**src/rtl/bringup_pkg.sv**
```systemverilog
package bringup_pkg;

   typedef enum logic [4:0] {
      ST_IDLE,
      ST_RST_LO,
      ST_MD_P1,
      ST_MD_P2,
      ST_MD_P3,
      ST_CFG,
      ST_INIT_GO,
      ST_INIT_WAIT,
      ST_SD_P1,
      ST_SD_P2,
      ST_SD_P3,
      ST_MODE,
      ST_HOLD_REL,
      ST_HOLD_WAIT,
      ST_SRX_GO,
      ST_SRX_WAIT,
      ST_REF_GO,
      ST_REF_WAIT,
      ST_DONE,
      ST_FAIL
   } seq_state_e;

   localparam logic [4:0] CMD_SR_EXIT = 5'h12;
   localparam logic [4:0] CMD_REFRESH = 5'h13;

   typedef struct packed {
      logic dis;
      logic nrst;
   } dll_lvl_t;

   localparam dll_lvl_t DLL_HELD    = '{dis: 1'b1, nrst: 1'b0};
   localparam dll_lvl_t DLL_ALL_LOW = '{dis: 1'b0, nrst: 1'b0};
   localparam dll_lvl_t DLL_RUN     = '{dis: 1'b0, nrst: 1'b1};

endpackage

```
**src/rtl/bringup_settle.sv**
```systemverilog
module bringup_settle #(
   parameter int SETTLE_CYC = 16
) (
   input  logic clk,
   input  logic rst_n,
   input  logic run_i,
   output logic last_o
);
   localparam int SW = $clog2(SETTLE_CYC);

   if (SETTLE_CYC < 16) begin : g_bad_settle
      $error("SETTLE_CYC must be at least 16");
   end

   logic [SW-1:0] cnt_q;

   assign last_o = run_i && (cnt_q == SW'(SETTLE_CYC - 1));

   always_ff @(posedge clk or negedge rst_n) begin
      if (!rst_n)
         cnt_q <= '0;
      else if (run_i && !last_o)
         cnt_q <= cnt_q + 1'b1;
      else
         cnt_q <= '0;
   end

   AST_SETTLE_FRESH: assert property (@(posedge clk) disable iff (!rst_n)
      $rose(run_i) |-> (cnt_q == '0));

endmodule

```
**src/rtl/bringup_wait_timer.sv**
```systemverilog
module bringup_wait_timer #(
   parameter int CLKS_PER_US = 250,
   parameter int TIMEOUT_US  = 1000000
) (
   input  logic clk,
   input  logic rst_n,
   input  logic run_i,
   output logic expire_o
);
   localparam int CW = $clog2(CLKS_PER_US);
   localparam int UW = $clog2(TIMEOUT_US + 1);

   if (CLKS_PER_US < 2) begin : g_bad_tick
      $error("CLKS_PER_US must be at least 2");
   end
   if (TIMEOUT_US < 1) begin : g_bad_tmo
      $error("TIMEOUT_US must be at least 1");
   end

   logic [CW-1:0] sub_q;
   logic [UW-1:0] us_q;

   assign expire_o = (us_q == UW'(TIMEOUT_US));

   always_ff @(posedge clk or negedge rst_n) begin
      if (!rst_n) begin
         sub_q <= '0;
         us_q  <= '0;
      end else if (!run_i) begin
         sub_q <= '0;
         us_q  <= '0;
      end else if (!expire_o) begin
         if (sub_q == CW'(CLKS_PER_US - 1)) begin
            sub_q <= '0;
            us_q  <= us_q + 1'b1;
         end else begin
            sub_q <= sub_q + 1'b1;
         end
      end
   end

   AST_EXPIRE_AFTER_RUN: assert property (@(posedge clk) disable iff (!rst_n)
      expire_o |-> $past(run_i));

endmodule

```
**src/rtl/bringup_slave_dll.sv**
```systemverilog
module bringup_slave_dll import bringup_pkg::*; #(
   parameter int NSLV_WIDE   = 4,
   parameter int NSLV_NARROW = 2
) (
   input  logic                 clk,
   input  logic                 rst_n,
   input  logic                 wide_i,
   input  logic                 clr_i,
   input  logic                 set_i,
   input  dll_lvl_t             lvl_i,
   output logic [NSLV_WIDE-1:0] dis_o,
   output logic [NSLV_WIDE-1:0] nrst_o
);
   if (NSLV_NARROW < 1 || NSLV_NARROW > NSLV_WIDE) begin : g_bad_count
      $error("NSLV_NARROW must lie in 1..NSLV_WIDE");
   end

   for (genvar g = 0; g < NSLV_WIDE; g++) begin : g_slv
      logic en;
      logic dis_q;
      logic nrst_q;

      if (g < NSLV_NARROW) begin : g_base
         assign en = 1'b1;
      end else begin : g_ext
         assign en = wide_i;
         AST_IDLE_SLAVE: assert property (@(posedge clk) disable iff (!rst_n)
            !wide_i |-> (dis_q && !nrst_q));
      end

      always_ff @(posedge clk or negedge rst_n) begin
         if (!rst_n) begin
            dis_q  <= DLL_HELD.dis;
            nrst_q <= DLL_HELD.nrst;
         end else if (clr_i) begin
            dis_q  <= DLL_HELD.dis;
            nrst_q <= DLL_HELD.nrst;
         end else if (set_i && en) begin
            dis_q  <= lvl_i.dis;
            nrst_q <= lvl_i.nrst;
         end
      end

      assign dis_o[g]  = dis_q;
      assign nrst_o[g] = nrst_q;
   end

endmodule

```
**src/rtl/dram_bringup_seq.sv**
```systemverilog
module dram_bringup_seq import bringup_pkg::*; #(
   parameter int SETTLE_CYC  = 16,
   parameter int CLKS_PER_US = 250,
   parameter int TIMEOUT_US  = 1000000,
   parameter int NSLV_WIDE   = 4,
   parameter int NSLV_NARROW = 2
) (
   input  logic                 clk,
   input  logic                 rst_n,
   input  logic                 start_i,
   input  logic                 bus32_i,
   input  logic                 resume_i,
   input  logic                 init_busy_i,
   input  logic                 hold_busy_i,
   input  logic                 cmd_busy_i,
   output logic                 mem_rst_o,
   output logic                 clk_out_en_o,
   output logic                 mdll_dis_o,
   output logic                 mdll_nrst_o,
   output logic [NSLV_WIDE-1:0] sdll_dis_o,
   output logic [NSLV_WIDE-1:0] sdll_nrst_o,
   output logic                 cfg_wr_o,
   output logic                 init_go_o,
   output logic                 mode_ld_o,
   output logic                 pad_rel_o,
   output logic                 cmd_valid_o,
   output logic [4:0]           cmd_code_o,
   output logic                 done_o,
   output logic                 err_o
);
   seq_state_e state_q, state_d;
   logic       settle_run, settle_last;
   logic       wait_run, wait_busy, wait_expire;
   logic       enter;
   logic       mem_rst_q, clk_en_q, err_q, bus32_q, resume_q;
   dll_lvl_t   mdll_q;
   logic       slv_clr, slv_set;
   dll_lvl_t   slv_lvl;

   assign settle_run = state_q inside {ST_RST_LO, ST_MD_P1, ST_MD_P2, ST_MD_P3,
                                       ST_SD_P1, ST_SD_P2, ST_SD_P3};
   assign wait_run   = state_q inside {ST_INIT_WAIT, ST_HOLD_WAIT, ST_SRX_WAIT, ST_REF_WAIT};
   assign wait_busy  = (state_q == ST_INIT_WAIT) ? init_busy_i :
                       (state_q == ST_HOLD_WAIT) ? hold_busy_i : cmd_busy_i;

   bringup_settle #(.SETTLE_CYC(SETTLE_CYC)) i_settle (
      .clk    (clk),
      .rst_n  (rst_n),
      .run_i  (settle_run),
      .last_o (settle_last)
   );

   bringup_wait_timer #(.CLKS_PER_US(CLKS_PER_US), .TIMEOUT_US(TIMEOUT_US)) i_wait (
      .clk      (clk),
      .rst_n    (rst_n),
      .run_i    (wait_run),
      .expire_o (wait_expire)
   );

   always_comb begin
      state_d = state_q;
      case (state_q)
         ST_IDLE, ST_FAIL: if (start_i) state_d = ST_RST_LO;
         ST_RST_LO:    if (settle_last) state_d = ST_MD_P1;
         ST_MD_P1:     if (settle_last) state_d = ST_MD_P2;
         ST_MD_P2:     if (settle_last) state_d = ST_MD_P3;
         ST_MD_P3:     if (settle_last) state_d = ST_CFG;
         ST_CFG:       state_d = ST_INIT_GO;
         ST_INIT_GO:   state_d = ST_INIT_WAIT;
         ST_INIT_WAIT: if (!wait_busy) state_d = ST_SD_P1;
                       else if (wait_expire) state_d = ST_FAIL;
         ST_SD_P1:     if (settle_last) state_d = ST_SD_P2;
         ST_SD_P2:     if (settle_last) state_d = ST_SD_P3;
         ST_SD_P3:     if (settle_last) state_d = ST_MODE;
         ST_MODE:      state_d = resume_q ? ST_HOLD_REL : ST_REF_GO;
         ST_HOLD_REL:  state_d = ST_HOLD_WAIT;
         ST_HOLD_WAIT: if (!wait_busy) state_d = ST_SRX_GO;
                       else if (wait_expire) state_d = ST_FAIL;
         ST_SRX_GO:    state_d = ST_SRX_WAIT;
         ST_SRX_WAIT:  if (!wait_busy) state_d = ST_REF_GO;
                       else if (wait_expire) state_d = ST_FAIL;
         ST_REF_GO:    state_d = ST_REF_WAIT;
         ST_REF_WAIT:  if (!wait_busy) state_d = ST_DONE;
                       else if (wait_expire) state_d = ST_FAIL;
         ST_DONE:      state_d = ST_IDLE;
         default:      state_d = ST_IDLE;
      endcase
   end

   assign enter = (state_d != state_q);

   always_ff @(posedge clk or negedge rst_n) begin
      if (!rst_n) begin
         state_q   <= ST_IDLE;
         mem_rst_q <= 1'b1;
         clk_en_q  <= 1'b0;
         err_q     <= 1'b0;
         bus32_q   <= 1'b0;
         resume_q  <= 1'b0;
         mdll_q    <= DLL_HELD;
      end else begin
         state_q <= state_d;
         if (enter) begin
            case (state_d)
               ST_RST_LO: begin
                  mem_rst_q <= 1'b0;
                  clk_en_q  <= 1'b0;
                  err_q     <= 1'b0;
                  mdll_q    <= DLL_HELD;
                  bus32_q   <= bus32_i;
                  resume_q  <= resume_i;
               end
               ST_MD_P1:   mem_rst_q <= 1'b1;
               ST_MD_P2:   mdll_q    <= DLL_ALL_LOW;
               ST_MD_P3:   mdll_q    <= DLL_RUN;
               ST_INIT_GO: clk_en_q  <= 1'b1;
               ST_FAIL:    err_q     <= 1'b1;
               default: ;
            endcase
         end
      end
   end

   assign slv_clr = enter && (state_d == ST_RST_LO);
   assign slv_set = enter && (state_d == ST_SD_P2 || state_d == ST_SD_P3);
   assign slv_lvl = (state_d == ST_SD_P3) ? DLL_RUN : DLL_ALL_LOW;

   bringup_slave_dll #(.NSLV_WIDE(NSLV_WIDE), .NSLV_NARROW(NSLV_NARROW)) i_slaves (
      .clk    (clk),
      .rst_n  (rst_n),
      .wide_i (bus32_q),
      .clr_i  (slv_clr),
      .set_i  (slv_set),
      .lvl_i  (slv_lvl),
      .dis_o  (sdll_dis_o),
      .nrst_o (sdll_nrst_o)
   );

   assign mem_rst_o    = mem_rst_q;
   assign clk_out_en_o = clk_en_q;
   assign mdll_dis_o   = mdll_q.dis;
   assign mdll_nrst_o  = mdll_q.nrst;
   assign cfg_wr_o     = (state_q == ST_CFG);
   assign init_go_o    = (state_q == ST_INIT_GO);
   assign mode_ld_o    = (state_q == ST_MODE);
   assign pad_rel_o    = (state_q == ST_HOLD_REL);
   assign cmd_valid_o  = (state_q == ST_SRX_GO) || (state_q == ST_REF_GO);
   assign cmd_code_o   = (state_q == ST_SRX_GO) ? CMD_SR_EXIT :
                         (state_q == ST_REF_GO) ? CMD_REFRESH : 5'h00;
   assign done_o       = (state_q == ST_DONE);
   assign err_o        = err_q;

   AST_ERR_STICKY: assert property (@(posedge clk) disable iff (!rst_n)
      (err_o && !start_i) |=> err_o);
   AST_NO_CMD_IN_ERR: assert property (@(posedge clk) disable iff (!rst_n)
      err_o |-> (!cmd_valid_o && !done_o));
   AST_DONE_SINGLE: assert property (@(posedge clk) disable iff (!rst_n)
      done_o |=> !done_o);
   AST_MDLL_LEGAL: assert property (@(posedge clk) disable iff (!rst_n)
      !(mdll_dis_o && mdll_nrst_o));
   AST_CLK_OFF_IN_DLL: assert property (@(posedge clk) disable iff (!rst_n)
      (state_q == ST_MD_P2) |-> !clk_out_en_o);
   AST_SLAVE_AFTER_INIT: assert property (@(posedge clk) disable iff (!rst_n)
      (state_q == ST_SD_P1 && $past(state_q) == ST_INIT_WAIT) |-> !$past(init_busy_i));
   AST_SRX_NEEDS_RESUME: assert property (@(posedge clk) disable iff (!rst_n)
      (cmd_valid_o && cmd_code_o == CMD_SR_EXIT) |-> resume_q);

endmodule

```
**config.mk**
```make
export PLATFORM = sky130hd
export DESIGN_NAME = dram_bringup_seq
export DESIGN_NICKNAME = d
export VERILOG_FILES = /design/src/rtl/bringup_pkg.sv /design/src/rtl/bringup_settle.sv /design/src/rtl/bringup_wait_timer.sv /design/src/rtl/bringup_slave_dll.sv /design/src/rtl/dram_bringup_seq.sv
export SDC_FILE = /design/constraint.sdc
export NUM_CORES = 1
export LEC_CHECK = 0
export ABC_AREA = 1
export BUFFER_PORTS_ARGS = -buffer_cell sky130_fd_sc_hd__buf_2
export CAP_MARGIN = 20
export CORE_UTILIZATION = 64
export DETAILED_ROUTE_END_ITERATION = 12
export PLACE_DENSITY = 0.94
export SYNTH_ARGS = -nofsm -noshare
export SYNTH_HDL_FRONTEND = slang
export SYNTH_SLANG_ARGS = --single-unit
export TNS_END_PERCENT = 20
```
**constraint.sdc**
```tcl
create_clock -name clk -period 5.2 [get_ports clk]
set_input_delay 0.26 -clock clk [delete_from_list [all_inputs] [get_ports clk]]
set_output_delay 0.26 -clock clk [all_outputs]
set_load 0.05 [all_outputs]
```
==> results.sh, run 1 <==
export IMPL_viasPerCell=5.860
export IMPL_die_w_um=73.91
export IMPL_io_pin_count=32
export IMPL_clkTransAtPathRegs_ns=0.10
export IMPL_drt_iter0_markers=255
export IMPL_synth_compound_gate_area_share=0.08809
export IMPL_die_area_sq_um=5463
export IMPL_number_of_antenna_violations_at_the_first_check_in_global_routing=0
export IMPL_clock_sink_count=48
export IMPL_ys_types=39
export IMPL_die_h_um=73.91
export IMPL_synth_mux_area_fraction=0
export IMPL_fillCellCount=387
export IMPL_synthesis_area_sq_um=3309
export IMPL_growth_of_design_area_from_synthesis_to_finish_pct=6.768
export IMPL_dr_total_vias=3147
export IMPL_antenna_diode_count=0
export IMPL_yosys_most_used_dff="dfrtp_1"
export IMPL_drc=0
export IMPL_irDropWorstVdd_mv=0.2975
export IMPL_fin_nets=482
export IMPL_timing_critical_path_slowest_cell_delay_ns=0.46
export IMPL_synthesis_instances=451
export IMPL_synth_xor_xnor_area_share=0.02647
export IMPL_cts_buffers=5
export IMPL_floorplan_core_area_sq_um=4848
export IMPL_final_util=0.7288
export IMPL_max_freq_mhz=330.9
export IMPL_grt_setup_unrepaired="false"
export IMPL_tritoncts_clock_tree="built"
export IMPL_mostFrequentLayoutCell="nand2_1"
export IMPL_post_route_period_util=0.5812
export IMPL_ys_seq_area_frac=0.3645
export IMPL_clock_skew_final_ns=0.009835
export IMPL_final_layout_size_suffix_gt1_frac=0.1745
export IMPL_crit_chain="inv_2 -> nand3_2 -> inv_2 -> nand2_1 -> nand2_2 -> nor2_2 -> or2_1 -> nand2_4 -> nor3_2 -> nand4_1 -> nor2_1 -> o21ai_0 -> a21oi_1"
export IMPL_postSynthAreaPerCell_sq_um=7.338
export IMPL_result_of_the_run="completed"
export IMPL_asyncSetResetFlopFracSynth=1.000
export IMPL_finalWeightedCongestion=0.9880
export IMPL_htree_num_levels=2
export IMPL_crit_path_frequent_cell="inv_2"
export IMPL_hold_violations=0
export IMPL_final_max_slew_viol_count=0
export IMPL_first_global_vias=2813
export IMPL_synth_warnings=0
export IMPL_timing_final_crit_period_ns=3.022
export IMPL_grt_first_pass_wirelength_um=12880
export IMPL_yosys_area_share_simple=0.3879
export IMPL_setup_tns_ns=0
export IMPL_cp_num_buf_inv=2
export IMPL_placementRows=25
export IMPL_crit_family="simple AND/OR/NAND/NOR gates"
export IMPL_critical_path_arrival_ns=3.25
export IMPL_final_hpwl_from_detailed_placement_um=5862
export IMPL_end_kind="flop"
export IMPL_worst_path_max_fanout=17
export IMPL_clockBufferDepth=2
export IMPL_pin_count_of_the_biggest_net_entering_global_routing=49
export IMPL_number_of_enable_flip_flop_cells_after_synthesis=0
export IMPL_highest_count_cells_in_the_layout_ignoring_fill_and_taps="nand2_1 (102), inv_1 (50), nor2_1 (44), dfrtp_1 (44), nand3_1 (35)"
export IMPL_overall_global_routing_usage=0.3062
export IMPL_io_buffers=29
export IMPL_timing_worst_setup_path_type="flop to flop"
export IMPL_ant_nets=0
export IMPL_worst_path_required_time_ns=5.43
export IMPL_post_drt_wl_per_cell_um=14.24
export IMPL_setup_viol=0
export IMPL_share_of_synthesized_cell_area_in_full_adder_half_adder_and_majority_cells=0.01890
export IMPL_starting_utilization_of_the_core_area=0.6826
export IMPL_synth_top_family_by_area="simple AND/OR/NAND/NOR gates"
export IMPL_firstDrtPassIters=5
export IMPL_insertion_delay_ns=0.31
export IMPL_leakagePower_nw=1.741
export IMPL_cts_root_buf="clkbuf_8"
export IMPL_timing_critical_path_slowest_stage_cell="dfrtp_1"
export IMPL_total_detailed_routing_wirelength_um=7649
export IMPL_critical_path_startpoint_type="flop"
export IMPL_hold_path_class="input pin to flop"
export IMPL_power_density_cell_area_nw_per_um2=493.7
export IMPL_grt_overflow=0
export IMPL_yosys_register_bits=48
export IMPL_max_cap_viol_count=0
[layout make-up]
class | instances | area [sq um] | area share
Clock buffer | 6 | 82.58 | 0.02337
Clock inverter | 2 | 38.79 | 0.01098
Inverter | 57 | 214.0 | 0.06055
Multi-Input combinational cell | 326 | 1733 | 0.4904
Sequential cell | 48 | 1206 | 0.3414
Tap cell | 67 | 83.83 | 0.02373
Timing Repair Buffer | 31 | 175.2 | 0.04958
[power breakdown]
part / switching [mW] / total, mW / internal [mW]
logic: 0.679 / 0.937 / 0.258
clock network: 0.134 / 0.291 / 0.157
registers: 0.0686 / 0.516 / 0.448
[state kept, by name (all words and copies together) (netlist names), 2 cells and up]
signal / count
i_wait.sub_q: 8
state_q: 5
i_slaves.g_slv.dis_q: 2
i_wait.us_q: 20
i_settle.cnt_q: 4
i_slaves.g_slv.nrst_q: 2
[metrics by stage]
| stage | hold WS [ns] | std cells | setup slack, ns | instance area (sq um) | power [mW] |
|---|---|---|---|---|---|
| 6_report | 0.2012 | 537 | 2.178 | 3533 | 1.744 |
| 5_1_grt | 0.2039 | 537 | 1.855 | 3533 | 1.862 |
| 4_1_cts | 0.1751 | 535 | 2.251 | 3503 | 1.732 |
| 3_5_place_dp | 0.4613 | 527 | 2.289 | 3382 | 1.442 |
| 3_3_place_gp | 0.4484 | 527 | 2.455 | 3382 | 1.415 |
| 2_1_floorplan | -0.03559 | 452 | 2.588 | 3313 | 1.314 |
[routing by layer]
layer / up-vias / wire [um] / GRT usage
met5: - / 0 / 0
met4: 0 / 114 / 0.1004
met3: 17 / 527 / 0.05898
met2: 138 / 3664 / 0.4838
met1: 1479 / 3342 / 0.4228
li1: 1513 / - / -
[cells by family after synthesis]
| logic type | Yosys count |
|---|---|
| DFF | 48 |
| AOI/OAI and AO/OA | 52 |
| buffers and inverters | 78 |
| and+or+nand+nor | 257 |
| xor gates and xnor gates | 10 |
| adders and majority gates | 5 |
| other | 1 |
[worst min-delay path: stages]
cell and delay [ns]:
buf_2 0.07, nand3_1 0.07, nand2_1 0.07
[cells in the mapped netlist, types with 2 or more instances]
master | count | area, sq um
nor2_4 | 5 | 56.30
nand2_1 | 102 | 382.9
o21ai_1 | 2 | 10.01
xor2_1 | 8 | 70.07
nand3_1 | 35 | 175.2
o31ai_1 | 5 | 37.54
dfrtp_1 | 44 | 1101
buf_2 | 2 | 10.01
inv_1 | 50 | 187.7
nor2_2 | 7 | 43.79
buf_4 | 13 | 97.59
o22ai_1 | 3 | 18.77
nor2_1 | 44 | 165.2
xnor2_1 | 2 | 17.52
dfstp_2 | 4 | 105.1
ha_1 | 5 | 62.56
a21oi_1 | 18 | 90.09
clkbuf_1 | 2 | 7.510
o21ai_0 | 18 | 90.09
nand2_4 | 5 | 56.30
nand2_2 | 4 | 25.02
a22oi_1 | 2 | 15.01
nor3_4 | 2 | 32.53
nor4_1 | 7 | 43.79
nand3_2 | 8 | 80.08
nor3b_1 | 2 | 15.01
nand3b_1 | 2 | 15.01
or2_1 | 2 | 12.51
nor3_1 | 19 | 95.09
buf_6 | 4 | 45.04
inv_2 | 7 | 26.28
nand4_1 | 11 | 68.82
[repair_timing]
item | 4_1_cts | 5_1_grt
resized for setup | 0 | 0
endpoints found under the hold margin | 0 | 20
hold buffers | 0 | 1
setup buffers | 0 | 0
[final timing paths]
| check | from | end | slack, ns | cells after the start |
|---|---|---|---|---|
| max in group asynchronous | rst_n | i_slaves.g_slv[2].dis_q | 4.17 | 3 |
| max | state_q[4] | i_wait.us_q[8] | 2.18 | 13 |
| min | bus32_i | bus32_q | 0.20 | 3 |
| min in group asynchronous | rst_n | i_wait.us_q[16] | 0.45 | 2 |
| max reg2reg | state_q[4] | i_wait.us_q[8] | 2.18 | 13 |
| min reg2reg | mdll_dis_o | mdll_dis_o | 0.48 | 2 |
No activity file was read; power rests on OpenSTA's default activity.
==> run 2: changes to the inputs <==
--- a/config.mk
+++ b/config.mk
@@ -8,9 +8,9 @@
 export ABC_AREA = 1
 export BUFFER_PORTS_ARGS = -buffer_cell sky130_fd_sc_hd__buf_2
 export CAP_MARGIN = 20
-export CORE_UTILIZATION = 64
+export CORE_UTILIZATION = 60
 export DETAILED_ROUTE_END_ITERATION = 12
-export PLACE_DENSITY = 0.94
+export PLACE_DENSITY = 0.9
 export SYNTH_ARGS = -nofsm -noshare
 export SYNTH_HDL_FRONTEND = slang
 export SYNTH_SLANG_ARGS = --single-unit
==> constraint.sdc (replaced) <==
create_clock -name clk -period 3 [get_ports clk]
set_input_delay 0.15 -clock clk [delete_from_list [all_inputs] [get_ports clk]]
set_output_delay 0.15 -clock clk [all_outputs]
set_load 0.05 [all_outputs]
==> results.sh, run 2 (same netlist as run 1, synthesis figures left out) <==
export IMPL_irDropWorstVdd_mv=0.4368
export IMPL_htree_num_levels=2
export IMPL_power_report_internal_total_mw=1.390
export IMPL_die_area_sq_um=5816
export IMPL_growth_of_design_area_from_synthesis_to_finish_pct=6.238
export IMPL_grt_overflow=0
export IMPL_hold_violations=0
export IMPL_timing_worst_setup_path_type="flop to flop"
export IMPL_final_layout_size_suffix_gt1_frac=0.1762
export IMPL_total_detailed_routing_wirelength_um=7381
export IMPL_cts_buffers=5
export IMPL_end_kind="flop"
export IMPL_timing_critical_path_slowest_cell_delay_ns=0.44
export IMPL_pin_count_of_the_biggest_net_entering_global_routing=49
export IMPL_die_w_um=76.27
export IMPL_post_cts_resized_instances=0
export IMPL_io_pin_count=32
export IMPL_finalWeightedCongestion=0.9757
export IMPL_die_h_um=76.27
export IMPL_clock_skew_final_ns=0.01340
export IMPL_clock_sink_count=48
export IMPL_critical_path_reg2reg_startpoint="state_q[4]"
export IMPL_first_global_vias=2881
export IMPL_placementRows=26
export IMPL_io_buffers=29
export IMPL_finish_instance_area_sq_um=3516
export IMPL_p_sw_mw=1.532
export IMPL_viasPerCell=5.616
export IMPL_number_of_antenna_violations_at_the_first_check_in_global_routing=0
export IMPL_critical_path_startpoint_type="flop"
export IMPL_switching_share=0.5243
export IMPL_critical_path_startpoint="state_q[4]"
export IMPL_leakagePower_nw=1.724
export IMPL_post_drt_wl_per_cell_um=13.64
export IMPL_worst_path_required_time_ns=3.20
export IMPL_starting_utilization_of_the_core_area=0.6358
export IMPL_critical_path_arrival_ns=2.94
export IMPL_post_route_period_util=0.9149
export IMPL_timing_final_crit_period_ns=2.745
export IMPL_cts_root_buf="clkbuf_8"
export IMPL_highest_signal_layer="met4"
export IMPL_min_from="bus32_i"
export IMPL_firstDrtPassIters=5
export IMPL_ant_nets=0
export IMPL_max_freq_mhz=364.3
export IMPL_fin_nets=483
export IMPL_final_max_slew_viol_count=0
export IMPL_share_of_power_burned_in_combinational_logic=0.560
export IMPL_met3_wirelength_um=389
export IMPL_crit_chain="inv_2 -> nand3_2 -> inv_2 -> nand2_1 -> nand2_2 -> nor2_2 -> buf_4 -> inv_2 -> nand2_2 -> nand2_4 -> nor3_2 -> nand4_1 -> nor2_1 -> nand4_1 -> nand2_1 -> nor2_1"
export IMPL_drc=0
export IMPL_timing_critical_path_slowest_stage_cell="dfrtp_1"
export IMPL_antenna_diode_count=0
export IMPL_worst_path_max_fanout=17
export IMPL_dr_total_vias=3038
export IMPL_mostFrequentLayoutCell="nand2_1"
export IMPL_insertion_delay_ns=0.31
export IMPL_max_cap_viol_count=0
export IMPL_power_density_cell_area_nw_per_um2=831.3
export IMPL_grt_first_pass_wirelength_um=12940
export IMPL_biggestRegsByFlops="i_wait.us_q (20), i_wait.sub_q (8), state_q (5)"
export IMPL_grt_setup_unrepaired="false"
export IMPL_power_share_sequential=0.306
export IMPL_clockBufferDepth=2
export IMPL_highest_count_cells_in_the_layout_ignoring_fill_and_taps="nand2_1 (102), inv_1 (50), nor2_1 (44), dfrtp_1 (44), nand3_1 (35)"
export IMPL_floorplan_core_area_sq_um=5205
export IMPL_r2r_setup_slack_ns=0.26
export IMPL_final_hpwl_from_detailed_placement_um=5704
export IMPL_clock_power_share=0.135
export IMPL_overall_global_routing_usage=0.2726
export IMPL_met1_length_um=3444
export IMPL_drt_iter0_markers=222
export IMPL_largest_reg_flops=20
export IMPL_setup_tns_ns=0
export IMPL_result_of_the_run="completed"
export IMPL_setup_viol=0
export IMPL_crit_path_frequent_cell="inv_2"
export IMPL_routed_wl_met2_um=3410
export IMPL_registers_top_by_ff_count="i_wait.us_q"
export IMPL_final_util=0.6755
export IMPL_clkTransAtPathRegs_ns=0.10
export IMPL_tritoncts_clock_tree="built"
export IMPL_hold_path_class="input pin to flop"
export IMPL_post_dp_cell_area_sq_um=3393
-- run 2: area by class of cell --
| type | instances | area (sq um) |
|---|---|---|
| flip-flops and latches | 48 | 1206 |
| multi-input cells | 326 | 1733 |
| well taps | 70 | 87.58 |
| inverters | 57 | 214.0 |
| clock buffers | 5 | 68.82 |
| repair buffers | 32 | 182.7 |
| fillers | 446 | 1689 |
| clock inverters | 3 | 23.77 |
-- run 2: per-layer routing --
layer | track usage | vias up
li1 | - | 1504
met1 | 0.3707 | 1404
met2 | 0.4450 | 115
met3 | 0.04192 | 15
met4 | 0.09038 | 0
met5 | 0 | -
-- run 2: worst paths after layout --
kind,cells past startpoint,to
min in group asynchronous,2,i_wait.us_q[7]
min reg2reg,1,i_settle.cnt_q[0]
max in group asynchronous,3,i_slaves.g_slv[1].dis_q
max reg2reg,16,i_wait.us_q[10]
min,3,bus32_q
max,16,i_wait.us_q[10]
-- run 2: stage by stage --
stage	total power, mW	std cells	hold WS, ns	setup WS, ns
after CTS	2.910	539	0.05868	0.3162
after global placement	2.447	531	0.3825	0.4377
final	2.923	541	0.07675	0.2553
after detailed placement	2.501	531	0.3977	0.3445
after floorplan	2.277	452	-0.1456	0.3884
after global routing	3.131	541	0.07414	0.02744
-- run 2: power by group through the flow --
stage | registers, mW | logic, mW | clock network [mW]
floorplan | 0.905 | 1.37 | 0
global placement | 0.900 | 1.55 | 0
detailed placement | 0.901 | 1.60 | 0
CTS | 0.891 | 1.62 | 0.403
global route | 0.912 | 1.79 | 0.432
finish | 0.894 | 1.64 | 0.393
-- run 2: timing repair --
| item | CTS | global route |
|---|---|---|
| hold endpoints to repair | 0 | 16 |
| hold buffers | 0 | 1 |
| setup buffers | 0 | 0 |
| setup endpoints to repair | 0 | 0 |
-- run 2: critical path: cells and delay by family (launching register included) --
family | cells | cell delay, ns
simple gates | 12 | 1.66
buf+inv | 4 | 0.53
flops | 1 | 0.44
